--- src/rtl/hf_pkg.sv ---
package hf_pkg;

    parameter int DISP_W = 9;

    typedef logic signed [DISP_W-1:0] disp_t;

    // a candidate from one search direction
    typedef struct packed {
        logic  has;
        disp_t val;
    } cand_t;

    // sideband carried alongside the forward scan
    typedef struct packed {
        disp_t raw;
        cand_t rc;
        cand_t tc;
        logic  sof;
        logic  eol;
        logic  en;
    } fwd_tag_t;

    localparam disp_t HOLE = '1;

    function automatic cand_t cand_min(cand_t a, cand_t b);
        if (!a.has) return b;
        if (!b.has) return a;
        return (a.val < b.val) ? a : b;
    endfunction

endpackage

--- src/rtl/hf_scan.sv ---
module hf_scan
    import hf_pkg::*;
#(
    parameter int TW = 4
) (
    input  logic          clk,
    input  logic          rst_n,
    input  logic          in_vld,
    input  logic          in_first,
    input  disp_t         in_disp,
    input  logic [TW-1:0] in_tag,
    output logic          out_vld,
    output cand_t         out_cand,
    output logic [TW-1:0] out_tag
);

    typedef struct packed {
        cand_t         held;
        logic          vld;
        cand_t         cand;
        logic [TW-1:0] tag;
    } st_t;

    st_t st_d, st_q;

    always_comb begin
        st_d     = st_q;
        st_d.vld = in_vld;
        if (in_vld) begin
            // candidate offered to the current pixel: strictly earlier pixels
            st_d.cand = in_first ? '0 : st_q.held;
            st_d.tag  = in_tag;
            if (in_disp != HOLE) begin
                st_d.held.has = 1'b1;
                st_d.held.val = in_disp;
            end else if (in_first) begin
                st_d.held = '0;
            end
        end
    end

    always_ff @(posedge clk or negedge rst_n) begin
        if (!rst_n) st_q <= '0;
        else        st_q <= st_d;
    end

    assign out_vld  = st_q.vld;
    assign out_cand = st_q.cand;
    assign out_tag  = st_q.tag;

    AST_CAND_NOT_HOLE: assert property (@(posedge clk) disable iff (!rst_n)
        out_vld && out_cand.has |-> out_cand.val != HOLE);
    AST_LINE_START_EMPTY: assert property (@(posedge clk) disable iff (!rst_n)
        in_vld && in_first |=> out_vld && !out_cand.has);

endmodule

--- src/rtl/hf_vert.sv ---
module hf_vert
    import hf_pkg::*;
#(
    parameter int LINE_W = 32,
    localparam int CW = $clog2(LINE_W)
) (
    input  logic          clk,
    input  logic          rst_n,
    input  logic          rd_vld,
    input  logic [CW-1:0] rd_col,
    input  logic          clear,
    input  disp_t         cur_disp,
    output cand_t         top
);

    typedef struct packed {
        cand_t [LINE_W-1:0] col;
    } st_t;

    st_t st_d, st_q;

    always_comb begin
        st_d = st_q;
        top  = clear ? '0 : st_q.col[rd_col];
        if (rd_vld) begin
            if (cur_disp != HOLE) begin
                st_d.col[rd_col].has = 1'b1;
                st_d.col[rd_col].val = cur_disp;
            end else if (clear) begin
                st_d.col[rd_col] = '0;
            end
        end
    end

    always_ff @(posedge clk or negedge rst_n) begin
        if (!rst_n) st_q <= '0;
        else        st_q <= st_d;
    end

    AST_TOP_NOT_HOLE: assert property (@(posedge clk) disable iff (!rst_n)
        rd_vld && top.has |-> top.val != HOLE);

endmodule

--- src/rtl/hf_fill3.sv ---
module hf_fill3
    import hf_pkg::*;
#(
    parameter int LINE_W = 32,
    parameter int SLOTS  = 4
) (
    input  logic              clk,
    input  logic              rst_n,
    input  logic              fill_en,
    input  logic              in_valid,
    input  logic              in_sof,
    input  logic              in_eol,
    input  logic [DISP_W-1:0] in_disp,
    output logic              out_valid,
    output logic              out_sof,
    output logic              out_eol,
    output logic [DISP_W-1:0] out_disp
);

    localparam int CW    = $clog2(LINE_W);
    localparam int SW    = $clog2(SLOTS);
    localparam int RTW   = SW + CW;
    localparam int FTW   = $bits(fwd_tag_t);
    localparam logic [CW-1:0] LAST = CW'(LINE_W - 1);

    typedef struct packed {
        logic [CW-1:0]                  wr_col;
        logic [SW-1:0]                  wr_slot;
        logic                           cur_sof;
        logic                           frame_en;
        disp_t [SLOTS-1:0][LINE_W-1:0]  raw;
        cand_t [SLOTS-1:0][LINE_W-1:0]  rc;
        logic  [SLOTS-1:0]              s_sof;
        logic  [SLOTS-1:0]              s_en;
        logic                           p2_act;
        logic [CW-1:0]                  p2_col;
        logic [SW-1:0]                  p2_slot;
        logic                           pend;
        logic [SW-1:0]                  pend_slot;
        logic                           p3_act;
        logic [CW-1:0]                  p3_col;
        logic [SW-1:0]                  p3_slot;
        logic                           o_vld;
        logic                           o_sof;
        logic                           o_eol;
        disp_t                          o_disp;
    } st_t;

    st_t st_d, st_q;

    // reversed scan (rightward candidates)
    logic           r_vld;
    cand_t          r_cand;
    logic [RTW-1:0] r_tag;
    disp_t          r_in;

    // forward scan (leftward candidates)
    logic           l_vld;
    cand_t          l_cand;
    logic [FTW-1:0] l_tag_bits;
    fwd_tag_t       l_tag;
    fwd_tag_t       f_tag;
    disp_t          f_raw;
    cand_t          top;
    logic           f_clear;

    assign r_in    = st_q.raw[st_q.p2_slot][st_q.p2_col];
    assign f_raw   = st_q.raw[st_q.p3_slot][st_q.p3_col];
    assign f_clear = st_q.s_sof[st_q.p3_slot];
    assign l_tag   = fwd_tag_t'(l_tag_bits);

    always_comb begin
        f_tag     = '0;
        f_tag.raw = f_raw;
        f_tag.rc  = st_q.rc[st_q.p3_slot][st_q.p3_col];
        f_tag.tc  = top;
        f_tag.sof = f_clear && (st_q.p3_col == '0);
        f_tag.eol = (st_q.p3_col == LAST);
        f_tag.en  = st_q.s_en[st_q.p3_slot];
    end

    hf_scan #(.TW(RTW)) u_scan_rev (
        .clk      (clk),
        .rst_n    (rst_n),
        .in_vld   (st_q.p2_act),
        .in_first (st_q.p2_col == LAST),
        .in_disp  (r_in),
        .in_tag   ({st_q.p2_slot, st_q.p2_col}),
        .out_vld  (r_vld),
        .out_cand (r_cand),
        .out_tag  (r_tag)
    );

    hf_scan #(.TW(FTW)) u_scan_fwd (
        .clk      (clk),
        .rst_n    (rst_n),
        .in_vld   (st_q.p3_act),
        .in_first (st_q.p3_col == '0),
        .in_disp  (f_raw),
        .in_tag   (FTW'(f_tag)),
        .out_vld  (l_vld),
        .out_cand (l_cand),
        .out_tag  (l_tag_bits)
    );

    hf_vert #(.LINE_W(LINE_W)) u_vert (
        .clk      (clk),
        .rst_n    (rst_n),
        .rd_vld   (st_q.p3_act),
        .rd_col   (st_q.p3_col),
        .clear    (f_clear),
        .cur_disp (f_raw),
        .top      (top)
    );

    always_comb begin
        cand_t best;
        st_d = st_q;

        // capture into the line ring
        if (in_valid) begin
            st_d.raw[st_q.wr_slot][st_q.wr_col] = disp_t'(in_disp);
            if (in_sof) begin
                st_d.cur_sof  = 1'b1;
                st_d.frame_en = fill_en;
            end
            if (in_eol) begin
                st_d.s_sof[st_q.wr_slot] = st_q.cur_sof | in_sof;
                st_d.s_en[st_q.wr_slot]  = in_sof ? fill_en : st_q.frame_en;
                st_d.cur_sof = 1'b0;
                st_d.wr_col  = '0;
                st_d.wr_slot = SW'(st_q.wr_slot + 1'b1);
            end else begin
                st_d.wr_col = CW'(st_q.wr_col + 1'b1);
            end
        end

        // reversed read-back, one line time
        if (st_q.p2_act) begin
            if (st_q.p2_col == '0) st_d.p2_act = 1'b0;
            else                   st_d.p2_col = CW'(st_q.p2_col - 1'b1);
        end
        if (in_valid && in_eol) begin
            st_d.p2_act  = 1'b1;
            st_d.p2_col  = LAST;
            st_d.p2_slot = st_q.wr_slot;
        end

        // park rightward candidates per column
        if (r_vld) begin
            st_d.rc[r_tag[RTW-1:CW]][r_tag[CW-1:0]] = r_cand;
        end

        // forward pass starts once the last parked candidate has landed
        st_d.pend      = st_q.p2_act && (st_q.p2_col == '0);
        st_d.pend_slot = st_q.p2_slot;
        if (st_q.p3_act) begin
            if (st_q.p3_col == LAST) st_d.p3_act = 1'b0;
            else                     st_d.p3_col = CW'(st_q.p3_col + 1'b1);
        end
        if (st_q.pend) begin
            st_d.p3_act  = 1'b1;
            st_d.p3_col  = '0;
            st_d.p3_slot = st_q.pend_slot;
        end

        // minimum and compare
        best        = cand_min(cand_min(l_tag.rc, l_tag.tc), l_cand);
        st_d.o_vld  = l_vld;
        st_d.o_sof  = l_vld && l_tag.sof;
        st_d.o_eol  = l_vld && l_tag.eol;
        if (l_vld) begin
            if (l_tag.en && (l_tag.raw == HOLE) && best.has) st_d.o_disp = best.val;
            else                                             st_d.o_disp = l_tag.raw;
        end
    end

    always_ff @(posedge clk or negedge rst_n) begin
        if (!rst_n) st_q <= '0;
        else        st_q <= st_d;
    end

    assign out_valid = st_q.o_vld;
    assign out_sof   = st_q.o_sof;
    assign out_eol   = st_q.o_eol;
    assign out_disp  = st_q.o_disp;

    AST_EOL_AT_END: assert property (@(posedge clk) disable iff (!rst_n)
        in_valid && in_eol |-> st_q.wr_col == LAST);
    AST_SOF_AT_START: assert property (@(posedge clk) disable iff (!rst_n)
        in_valid && in_sof |-> st_q.wr_col == '0);
    AST_LINE_CONTIG: assert property (@(posedge clk) disable iff (!rst_n)
        st_q.wr_col != '0 |-> in_valid);
    AST_FWD_NO_OVERLAP: assert property (@(posedge clk) disable iff (!rst_n)
        st_q.pend |-> !st_q.p3_act || st_q.p3_col == LAST);
    AST_BYPASS_RAW: assert property (@(posedge clk) disable iff (!rst_n)
        l_vld && !l_tag.en |=> out_valid && out_disp == $past(l_tag.raw));
    AST_FILL_FOUND: assert property (@(posedge clk) disable iff (!rst_n)
        l_vld && l_tag.en && (l_cand.has || l_tag.rc.has || l_tag.tc.has)
        |=> disp_t'(out_disp) != HOLE);
    AST_VALID_KEPT: assert property (@(posedge clk) disable iff (!rst_n)
        l_vld && l_tag.raw != HOLE |=> out_disp == $past(l_tag.raw));

endmodule

--- config.mk ---
export PLATFORM = sky130hd
export DESIGN_NAME = hf_fill3
export DESIGN_NICKNAME = d
export VERILOG_FILES = /design/src/rtl/hf_pkg.sv /design/src/rtl/hf_scan.sv /design/src/rtl/hf_vert.sv /design/src/rtl/hf_fill3.sv
export SDC_FILE = /design/constraint.sdc
export NUM_CORES = 2
export LEC_CHECK = 0
export ABC_CLOCK_PERIOD_IN_PS = 7000
export CORE_ASPECT_RATIO = 1.1
export CORE_MARGIN = 5
export CORE_UTILIZATION = 40
export DETAILED_ROUTE_END_ITERATION = 10
export GPL_ROUTABILITY_DRIVEN = 1
export GPL_TIMING_DRIVEN = 0
export HOLD_SLACK_MARGIN = 0.06
export SYNTH_ARGS = -nofsm -noshare
export SYNTH_HDL_FRONTEND = slang
export SYNTH_HIERARCHICAL = 1
export SYNTH_SLANG_ARGS = --single-unit
--- constraint.sdc ---
create_clock -name clk -period 7 [get_ports clk]
set_clock_uncertainty 0.15 [all_clocks]
set_input_delay 1.4 -clock clk [delete_from_list [all_inputs] [get_ports clk]]
set_output_delay 1.4 -clock clk [all_outputs]
set_load 0.02 [all_outputs]
==> flow_summary.yaml <==
placed_design:
  hpwl_mm: 430
  place_area_mm2: 0.147
  gp_congestion: 1.02
  numPortBuffers: 17
drt:
  ant_nets: 0
  totalWireLength_mm: 601
  drc: 0
  vias: 96000
  vias_per_cell: 6.69
  dr.pass1.iters: 7
  wl_per_cell_um: 41.9
  drt-initial-drc-count: 12400
timing:
  rsz0062_at_grt: "no"
  worstMarginPinSlew_ns: 1.59
  hold_slack_ns: 0.240
  relSlewSlack: -0.0583
  final_max_slew_viol_count: 274
  finalHoldViolCount: 0
  max_freq_mhz: 138
  setup_viol: 310
  post-route-period-util: 1.04
  period_minus_slack_ns: 7.26
  finalWorstSetupSlack_ns: -0.256
worst_setup_path:
  start_kind: "register"
  worstSetupPathType: "register to register"
  end_kind: "register"
  crit_required_ns: 7.71
  crit_buf_inv: 4
  worstPathArrival_ns: 7.96
  critPathMaxFanout: 10
  path_delay_family: "buffers and inverters"
  worst-path-stages: 12
  crit_slowest_cell: "clkdlybuf4s15_1"
  critPathMaxStageDelay_ns: 1.09
  crit_chain: "buf_2, clkbuf_1, clkdlybuf4s15_1, mux4_2, mux4_2, a22oi_1, nand4_1, clkbuf_1, nand3_2, o31ai_4, nor2_1, a22o_1"
  r2r_cells: 12
worst_hold_path:
  hold_path_depth: 0
  min_path_type: "register to register"
status:
  violations: "capacitance limit, slew limit, setup timing"
  status: "finished, violations left"
logic_synthesis:
  yosysSeqAreaShare: 0.512
  synth_edf_count: 0
  post_synth_instance_area_mm2: 0.141
  yosys_warnings: 6
  async_flop_share: 1.00
  postSynthAreaPerCell_um2: 15.4
  yosys_register_bits: 2881
  ys_types: 79
  synth_cells: 9109
  postSynthNetCount: 9154
  synth_ff_type: "dfrtp_1"
cells_and_area:
  nets: 9518
  area_delta_synth_final_pct: 12.3
  design_area_mm2: 0.158
  fill_cells: 30800
  drive_gt1_frac: 0.454
power_and_ir_drop:
  p_per_area_mw_per_mm2: 301
  finalPower_uw: 47600
  leakage_uw: 0.0714
  ir_drop_uv: 214
grt:
  grt_pass1_vias: 97500
  grt_use_total: 0.325
  antenna_found_initial: 55
  grt.overflow.total: 0
  grt_start_max_net_pins: 188
  grt_pass1_wl_mm: 820
clock_network:
  numCtsBuffers: 315
  cts.path.max_buffers: 4
  clock_latency_ns: 0.97
  clk_pin_slew_ns: 0.06
  cts_root_buf: "clkbuf_16"
  cts_hold_buffers: 0
  cts_tree: "done"
  cts_sinks: 2881
  cts_max_level: 5
floorplan:
  rows: 228
  io_pins: 27
  die_y_um: 632
  initial_core_util: 0.401
  die_w_um: 576
  dieArea_mm2: 0.364
  fp.coreArea_mm2: 0.351
job:
  drv_cap: 25
## power breakdown
| group | total, uW | internal (uW) | switching [uW] |
|---|---|---|---|
| clock network | 17300 | 9920 | 7350 |
| registers | 19400 | 18300 | 1080 |
| logic | 11000 | 3660 | 7340 |
| total | 47600 | 31900 | 15800 |
## worst paths after layout
check | slack, ns | end | start
min | 0.24 | out_valid | u_scan_fwd/out_vld
max | -0.26 | u_vert/st_q[217] | st_q[13]
min reg2reg | 0.24 | out_valid | u_scan_fwd/out_vld
min in group asynchronous | 0.34 | st_q[2340] | rst_n
max in group asynchronous | 2.11 | st_q[1156] | rst_n
max reg2reg | -0.26 | u_vert/st_q[217] | st_q[13]
## metal layers
layer  GRT usage  up-vias  routed length (um)
li1            -    35700                   -
met1       0.403    52300              220000
met2       0.483     6202              266000
met3      0.0991     1781               62200
met4       0.236       18               52400
met5           0        -                 138
## Yosys cell counts, drive strengths merged (40+ instances only)
cell	instances	area [um^2]
a22oi	74	556
o21ai	93	465
a22o	300	2630
nor2	222	941
buf	300	1790
a221oi	48	420
mux2	2487	28000
nand2	205	772
nand4	44	290
inv	53	199
nand3	79	781
dfrtp	2881	72100
nor2b	40	250
mux4	1040	23400
clkbuf	493	1850
o22ai	85	532
mux2i	287	2870
a21oi	43	215
## worst reg2reg max path, cell delays in order (launching register included)
cell and delay, ns:
dfrtp_1 0.32, buf_2 0.16, clkbuf_1 0.66, clkdlybuf4s15_1 1.09, mux4_2 0.46, mux4_2 0.52
a22oi_1 0.86, nand4_1 0.86, clkbuf_1 0.49, nand3_2 0.32, o31ai_4 0.19, nor2_1 0.78
a22o_1 0.27
## sequential cells by signal (all words and copies together) (netlist names), 2 cells and up
signal               flops
u_scan_rev/st_q         10
u_scan_fwd/out_cand     10
out_disp                 9
u_scan_fwd/st_q         10
u_scan_fwd/out_tag      32
u_scan_rev/out_cand     10
u_scan_rev/out_tag       7
st_d                     2
st_q                  2466
u_vert/st_q            320
## cell type report
| type | count | area, um^2 | share of cell area |
|---|---|---|---|
| antenna | 47 | 118 | 0.000744 |
| clock inverter | 104 | 1280 | 0.00813 |
| inverter | 55 | 208 | 0.00131 |
| tap | 4600 | 5760 | 0.0364 |
| buffer | 791 | 3730 | 0.0236 |
| clock buffer | 450 | 9200 | 0.0582 |
| timing repair buffer | 49 | 836 | 0.00529 |
| multi-input combinational | 5380 | 64900 | 0.410 |
| sequential | 2881 | 72100 | 0.456 |
## through the flow
stage	cells	setup WS, ns	TNS, ns	utilization
final	14400	-0.256	-47.54	0.451
after detailed placement	13800	-0.304	-75.03	0.420
after global placement	13700	-124.43	-	0.418
after CTS	14300	-0.0850	-4.80	0.450
after global routing	14300	0.00812	0	0.451
after floorplan	9109	3.11	0	-
## cell usage in the layout (no fill, tap or decap), types with 62 or more instances in the layout
master        n
a22o_1      300
a22oi_1      74
buf_2       155
buf_4       100
clkbuf_1    513
clkbuf_16   324
clkbuf_8     62
dfrtp_1    2881
mux2_1       79
mux2_2     2408
mux2i_1     287
mux4_2     1040
nand2_1     204
nor2_1      161
o22ai_1      85
## kinds of logic (layout without fill, tap and decap cells)
| family | after synthesis | in the layout | synth area share |
|---|---|---|---|
| flops | 2881 | 2881 | 0.512 |
| other cells | 0 | 47 | 0 |
| fa+ha+maj | 30 | 30 | 0.00267 |
| xor+xnor | 6 | 6 | 0.000373 |
| mux | 3814 | 3814 | 0.386 |
| buf+inv | 848 | 1449 | 0.0274 |
| simple gates | 741 | 741 | 0.0290 |
| compound gates | 789 | 789 | 0.0424 |
## what timing repair did
action                     in CTS  in global routing
gates resized for setup         3                 14
pin swaps                       0                  1
setup buffers                   0                  2
hold endpoints to repair        0                  0
setup endpoints to repair     320                310
(Power assumes the default switching activity.)
